[config.mk]
export PLATFORM = sky130hd
export DESIGN_NAME = tdm_framer
export DESIGN_NICKNAME = d
export VERILOG_FILES = /design/src/rtl/tdm_pkg.sv /design/src/rtl/tdm_frame_timer.sv /design/src/rtl/tdm_rx_lane.sv /design/src/rtl/tdm_tx_lane.sv /design/src/rtl/tdm_framer.sv
export SDC_FILE = /design/constraint.sdc
export NUM_CORES = 1
export LEC_CHECK = 0
export BUFFER_PORTS_ARGS = -buffer_cell sky130_fd_sc_hd__buf_2
export CAP_MARGIN = 10
export CORE_ASPECT_RATIO = 2
export CORE_MARGIN = 1
export CORE_UTILIZATION = 50
export CTS_BUF_LIST = sky130_fd_sc_hd__clkbuf_4 sky130_fd_sc_hd__clkbuf_8 sky130_fd_sc_hd__clkbuf_16
export CTS_CLUSTER_SIZE = 12
export DETAILED_ROUTE_END_ITERATION = 10
export GPL_ROUTABILITY_DRIVEN = 0
export GPL_TIMING_DRIVEN = 0
export PLACE_DENSITY = 0.71
export SLEW_MARGIN = 20
export SYNTH_ARGS = -nofsm -noshare
export SYNTH_HDL_FRONTEND = slang
export SYNTH_SLANG_ARGS = --single-unit
[constraint.sdc]
create_clock -name clk -period 6.2 [get_ports clk]
set_input_delay 0.31 -clock clk [delete_from_list [all_inputs] [get_ports clk]]
set_output_delay 0.31 -clock clk [all_outputs]
set_load 0.02 [all_outputs]
[src/rtl/tdm_pkg.sv]
package tdm_pkg;

  // Per-cycle position report from the frame timer to the data lanes.
  typedef struct packed {
    logic act;    // a frame bit is being transferred this cycle
    logic first;  // bit 0 of a slot
    logic last;   // final bit of a slot
    logic en;     // the current slot is enabled by the mask
  } tdm_slot_t;

endpackage

[src/rtl/tdm_frame_timer.sv]
module tdm_frame_timer
  import tdm_pkg::*;
#(
  parameter int SLOT_W    = 16,
  parameter int NUM_SLOTS = 8,
  parameter int DLY_W     = 4
) (
  input  logic                 clk,
  input  logic                 rst,
  input  logic                 fs_in,
  input  logic [DLY_W-1:0]     cfg_delay,
  input  logic [NUM_SLOTS-1:0] cfg_mask,
  output tdm_slot_t            pos
);
  localparam int FB  = SLOT_W * NUM_SLOTS;
  localparam int BW  = $clog2(SLOT_W);
  localparam int SLW = $clog2(NUM_SLOTS);
  localparam int SNW = $clog2(FB + 1);
  localparam logic [SNW-1:0] FB_S     = SNW'(FB);
  localparam logic [BW-1:0]  LAST_BIT = BW'(SLOT_W - 1);
  localparam logic [SLW-1:0] LAST_SL  = SLW'(NUM_SLOTS - 1);

  logic [SNW-1:0]   since_q;   // cycles since the last accepted sync, saturating
  logic [DLY_W-1:0] cd_q;      // delay countdown, 1 marks the start cycle
  logic             run_q;
  logic [BW-1:0]    bit_q, bit_c;
  logic [SLW-1:0]   slot_q, slot_c;
  logic             acc, go, act;

  assign acc   = fs_in && (since_q == FB_S);
  assign go    = (acc && (cfg_delay == '0)) || (cd_q == DLY_W'(1));
  assign act   = go || run_q;
  assign bit_c = go ? '0 : bit_q;
  assign slot_c = go ? '0 : slot_q;

  always_ff @(posedge clk) begin
    if (rst) begin
      since_q <= FB_S;
      cd_q    <= '0;
      run_q   <= 1'b0;
      bit_q   <= '0;
      slot_q  <= '0;
    end else begin
      if (acc)                 since_q <= SNW'(1);
      else if (since_q != FB_S) since_q <= since_q + 1'b1;

      if (acc && (cfg_delay != '0)) cd_q <= cfg_delay;
      else if (cd_q != '0)          cd_q <= cd_q - 1'b1;

      if (act) begin
        if (bit_c == LAST_BIT) begin
          bit_q <= '0;
          if (slot_c == LAST_SL) begin
            slot_q <= '0;
            run_q  <= 1'b0;
          end else begin
            slot_q <= slot_c + 1'b1;
            run_q  <= 1'b1;
          end
        end else begin
          bit_q  <= bit_c + 1'b1;
          slot_q <= slot_c;
          run_q  <= 1'b1;
        end
      end
    end
  end

  always_comb begin
    pos.act   = act;
    pos.first = act && (bit_c == '0);
    pos.last  = act && (bit_c == LAST_BIT);
    pos.en    = act && cfg_mask[slot_c];
  end

  // a new frame may only begin once the previous one has shifted out.
  a_r6_start_after_tail: assert property (@(posedge clk) disable iff (rst)
    go |-> !run_q);

  // a sync inside the claimed window leaves the distance count running.
  a_r5_early_sync_ignored: assert property (@(posedge clk) disable iff (rst)
    (fs_in && since_q < FB_S) |=> since_q == $past(since_q) + 1'b1);

endmodule

[src/rtl/tdm_rx_lane.sv]
module tdm_rx_lane
  import tdm_pkg::*;
#(
  parameter int SLOT_W = 16
) (
  input  logic              clk,
  input  logic              rst,
  input  tdm_slot_t         pos,
  input  logic              sd_in,
  output logic [SLOT_W-1:0] rx_data,
  output logic              rx_valid,
  input  logic              rx_ready,
  output logic              rx_overflow
);
  logic [SLOT_W-1:0] sh_q;

  always_ff @(posedge clk) begin
    if (rst) begin
      sh_q        <= '0;
      rx_data     <= '0;
      rx_valid    <= 1'b0;
      rx_overflow <= 1'b0;
    end else begin
      if (pos.en && pos.last) begin
        rx_data  <= {sh_q[SLOT_W-2:0], sd_in};
        rx_valid <= 1'b1;
        if (rx_valid && !rx_ready) rx_overflow <= 1'b1;
      end else begin
        if (pos.en) sh_q <= {sh_q[SLOT_W-2:0], sd_in};
        if (rx_valid && rx_ready) rx_valid <= 1'b0;
      end
    end
  end

  a_r7_valid_held: assert property (@(posedge clk) disable iff (rst)
    (rx_valid && !rx_ready) |=> rx_valid);

  a_r7_data_stable: assert property (@(posedge clk) disable iff (rst)
    (rx_valid && !rx_ready && !(pos.en && pos.last)) |=> $stable(rx_data));

  a_r8_overflow_sticky: assert property (@(posedge clk) disable iff (rst)
    rx_overflow |=> rx_overflow);

endmodule

[src/rtl/tdm_tx_lane.sv]
module tdm_tx_lane
  import tdm_pkg::*;
#(
  parameter int SLOT_W = 16
) (
  input  logic              clk,
  input  logic              rst,
  input  tdm_slot_t         pos,
  input  logic [SLOT_W-1:0] tx_data,
  input  logic              tx_valid,
  output logic              tx_ready,
  output logic              sd_out,
  output logic              tx_vld,
  output logic              tx_underflow
);
  logic [SLOT_W-1:0] hold_q, sh_q, word;
  logic              full_q, take, move, full_n;
  logic              bit_q, oe_q;

  assign take   = tx_valid && tx_ready;
  assign move   = pos.en && pos.first;
  assign full_n = (full_q && !move) || take;
  assign word   = full_q ? hold_q : '0;

  always_ff @(posedge clk) begin
    if (rst) begin
      hold_q       <= '0;
      full_q       <= 1'b0;
      tx_ready     <= 1'b1;
      sh_q         <= '0;
      bit_q        <= 1'b0;
      oe_q         <= 1'b0;
      tx_underflow <= 1'b0;
    end else begin
      if (take) hold_q <= tx_data;
      full_q   <= full_n;
      tx_ready <= !full_n;
      oe_q     <= pos.en;
      if (move) begin
        bit_q <= word[SLOT_W-1];
        sh_q  <= {word[SLOT_W-2:0], 1'b0};
        if (!full_q) tx_underflow <= 1'b1;
      end else if (pos.en) begin
        bit_q <= sh_q[SLOT_W-1];
        sh_q  <= {sh_q[SLOT_W-2:0], 1'b0};
      end else begin
        bit_q <= 1'b0;
      end
    end
  end

  // Launch stage on the opposite edge from the sampling edge.
  always_ff @(negedge clk) begin
    if (rst) begin
      sd_out <= 1'b0;
      tx_vld <= 1'b0;
    end else begin
      sd_out <= bit_q;
      tx_vld <= oe_q;
    end
  end

  a_r9_accept_blocks: assert property (@(posedge clk) disable iff (rst)
    (tx_valid && tx_ready) |=> !tx_ready);

  a_r10_underflow_sticky: assert property (@(posedge clk) disable iff (rst)
    tx_underflow |=> tx_underflow);

  a_r4_quiet_when_off: assert property (@(posedge clk) disable iff (rst)
    !tx_vld |-> !sd_out);

endmodule

[src/rtl/tdm_framer.sv]
module tdm_framer
  import tdm_pkg::*;
#(
  parameter int SLOT_W    = 16,
  parameter int NUM_SLOTS = 8,
  parameter int DLY_W     = 4
) (
  input  logic                 clk,
  input  logic                 rst,
  input  logic [DLY_W-1:0]     cfg_delay,
  input  logic [NUM_SLOTS-1:0] cfg_mask,
  input  logic                 fs_in,
  input  logic                 sd_in,
  output logic                 sd_out,
  output logic                 tx_vld,
  input  logic [SLOT_W-1:0]    tx_data,
  input  logic                 tx_valid,
  output logic                 tx_ready,
  output logic [SLOT_W-1:0]    rx_data,
  output logic                 rx_valid,
  input  logic                 rx_ready,
  output logic                 tx_underflow,
  output logic                 rx_overflow
);
  tdm_slot_t pos;

  tdm_frame_timer #(.SLOT_W(SLOT_W), .NUM_SLOTS(NUM_SLOTS), .DLY_W(DLY_W)) u_timer (
    .clk(clk), .rst(rst), .fs_in(fs_in), .cfg_delay(cfg_delay),
    .cfg_mask(cfg_mask), .pos(pos)
  );

  tdm_tx_lane #(.SLOT_W(SLOT_W)) u_tx (
    .clk(clk), .rst(rst), .pos(pos), .tx_data(tx_data), .tx_valid(tx_valid),
    .tx_ready(tx_ready), .sd_out(sd_out), .tx_vld(tx_vld),
    .tx_underflow(tx_underflow)
  );

  tdm_rx_lane #(.SLOT_W(SLOT_W)) u_rx (
    .clk(clk), .rst(rst), .pos(pos), .sd_in(sd_in), .rx_data(rx_data),
    .rx_valid(rx_valid), .rx_ready(rx_ready), .rx_overflow(rx_overflow)
  );

endmodule

==> metrics.yaml <==
yosysSeqAreaShare: 0.466
seq_area_mm2: 0.00182
worstPathMaxFanout: 1
multi_input_area_mm2: 0.00193
rsz0062_at_grt: "no"
ir_drop_mv: 0.206
avgSynthCellArea_um2: 8.69
final.setup_skew_ns: 0.0529
grt_first_pass_wirelength_um: 14400
core_mm2: 0.00760
pwr-share-comb: 0.275
setup_total_negative_slack_ns: 0
drtIter0Drc: 139
post_dp_cell_area_mm2: 0.00431
cts_resized: 0
die_h_um: 127
grt_use_total: 0.227
first_global_vias: 3213
p_total_mw: 1.73
synth_top_area_frac: 0.466
synth_common_cells: "nand2_1, dfxtp_1, a21oi_1"
hp-class: "primary input to flop"
critPathTopFamily: "flip-flops"
wl_um: 8650
synth_cell_types: 52
worstSkewPairLatency_ns: 0.39
synth_edf_count: 0
path_cells: "buf_2"
p_clk_frac: 0.315
synth_largest_area_cell: "dfxtp_1"
antenna_cells: 0
cts_tree: "done"
htree_num_levels: 3
intPower_mw: 1.16
yosysMostFrequentCell: "nand2_1"
setup_viol_count_final: 0
max_cap_violations: 0
detail_route.wl_per_cell_um: 14.0
synth_nets: 493
worstSetupPathType: "flop to output pin"
fillers: 712
antenna_found_initial: 0
slowest_stage: "dfxtp_1"
p_switching_mw: 0.567
root_buffer: "clkbuf_16"
status: "complete, no violations"
dieArea_mm2: 0.00820
syn_inst: 450
start_util: 0.514
pwr_density_cell_mw_per_mm2: 374
final_layout_size_suffix_gt1_frac: 0.161
num_rows: 45
fin_nets: 560
grt_max_degree: 15
async_flop_share: 0
io_pins: 56
p_leak_nw: 1.91
tightest_slew_ns: 0.712
grt_overflow: 0
final_area_mm2: 0.00462
clockBufferDepth: 2
yosys_warnings: 0
synth_area_mm2: 0.00391
hold_buffers: 0
switching_share: 0.329
first_pass_iters: 4
dp.cells: 599
cts.reportedPaths.clkPinSlew_ns: 0.06
num_vias: 3299
synth_seq_cells: 91
postCtsSetupRepairBufs: 0
finalNonFillerCells: 616
drt-vias-per-instance: 5.36
hold_viol_final: 0
worstPathArrival_ns: 3.94
synth_area_leaders: "dfxtp_1, nand2_1, mux2i_1"
post-route-drc-count: 0
worst_slack_ns: 1.95
syn2layout_area_growth_pct: 18.1
cts_buffers: 9
seq_power_share: 0.410
ys.flop_type: "dfxtp_1"
start_kind: "flop"
clock-sinks: 91
dieWidth_um: 64.5
endpoint_kind: "output pin"
max_slew_margin: 0.522
place_hpwl_um: 6580
io_buffers: 55
detail-route-antenna-nets: 0
dp_slack_ns: 2.01
crit_required_ns: 5.89
crit_path_max_incr_delay_ns: 0.30
crit_buf_inv: 1
slew_viol_final: 0
-- registers in the layout, indices dropped and copies added (netlist names) --
name,flops
u_tx.bit_q,1
u_tx.hold_q,16
u_tx.oe_q,1
u_timer.slot_q,3
u_timer.bit_q,4
u_tx.full_q,1
u_rx.rx_valid,1
u_rx.sh_q,15
u_tx.tx_ready,1
u_tx.sd_out,1
u_rx.rx_data,16
u_timer.since_q,8
u_rx.rx_overflow,1
u_tx.sh_q,15
u_timer.run_q,1
u_tx.tx_vld,1
u_tx.tx_underflow,1
u_timer.cd_q,4
-- cell type report --
| cell class | instances | area share |
|---|---|---|
| multi-input combinational | 319 | 0.418 |
| sequential | 91 | 0.394 |
| clock buffer | 13 | 0.0629 |
| timing repair buffer | 55 | 0.0596 |
| buffer | 28 | 0.0266 |
| tap | 94 | 0.0255 |
| inverter | 11 | 0.00894 |
| clock inverter | 5 | 0.00461 |
-- power groups by stage --
stage / registers [mW] / clock network [mW] / logic, mW
global route: 0.716 / 0.577 / 0.537
finish: 0.708 / 0.544 / 0.474
CTS: 0.708 / 0.552 / 0.478
global placement: 0.717 / 0.00303 / 0.462
detailed placement: 0.719 / 0.00303 / 0.475
floorplan: 0.712 / 0.00303 / 0.361
-- kinds of logic after synthesis --
family | Yosys count | synth area share
simple gates | 174 | 0.207
buf+inv | 40 | 0.0429
xor+xnor | 8 | 0.0179
fa+ha+maj | 9 | 0.0288
mux | 34 | 0.0903
compound gates | 94 | 0.147
flops | 91 | 0.466
-- stage by stage --
step	utilization	hold WS, ns
final	0.608	0.209
after global routing	0.608	0.214
after CTS	0.608	0.208
after detailed placement	0.567	0.442
after global placement	0.566	0.435
after floorplan	-	0.437
-- metal layers --
metal | share of wire | global-route usage
met3 | 0.023 | 0.0446
met4 | 0.032 | 0.112
met2 | 0.57 | 0.430
met1 | 0.38 | 0.225
met5 | 0 | 0
-- worst paths after layout --
kind	startpoint	to	slack, ns	cells after the start
max	u_tx.sd_out	sd_out	1.95	1
min	tx_data[5]	u_tx.hold_q[5]	0.21	3
max reg2reg	u_tx.oe_q	u_tx.tx_vld	2.62	1
min reg2reg	u_tx.tx_underflow	u_tx.tx_underflow	0.44	2
-- cells in the final DEF (no fill, tap or decap), types with 3 or more instances in the layout --
cell type | synthesis | layout
mux2i_1 | 33 | 33
ha_1 | 9 | 9
inv_1 | 11 | 12
o21ai_0 | 6 | 6
clkbuf_16 | 0 | 11
and2_1 | 4 | 4
nor3_1 | 10 | 10
nor2b_1 | 4 | 4
nor2_1 | 33 | 33
dfxtp_1 | 91 | 91
clkbuf_1 | 22 | 22
nand2_1 | 95 | 95
xor2_1 | 5 | 5
or3_1 | 3 | 3
nand3_1 | 5 | 5
a311oi_1 | 15 | 15
xnor2_1 | 3 | 3
a21oi_1 | 56 | 56
buf_2 | 2 | 57
Note: power is estimated with default switching activity, not from simulation.
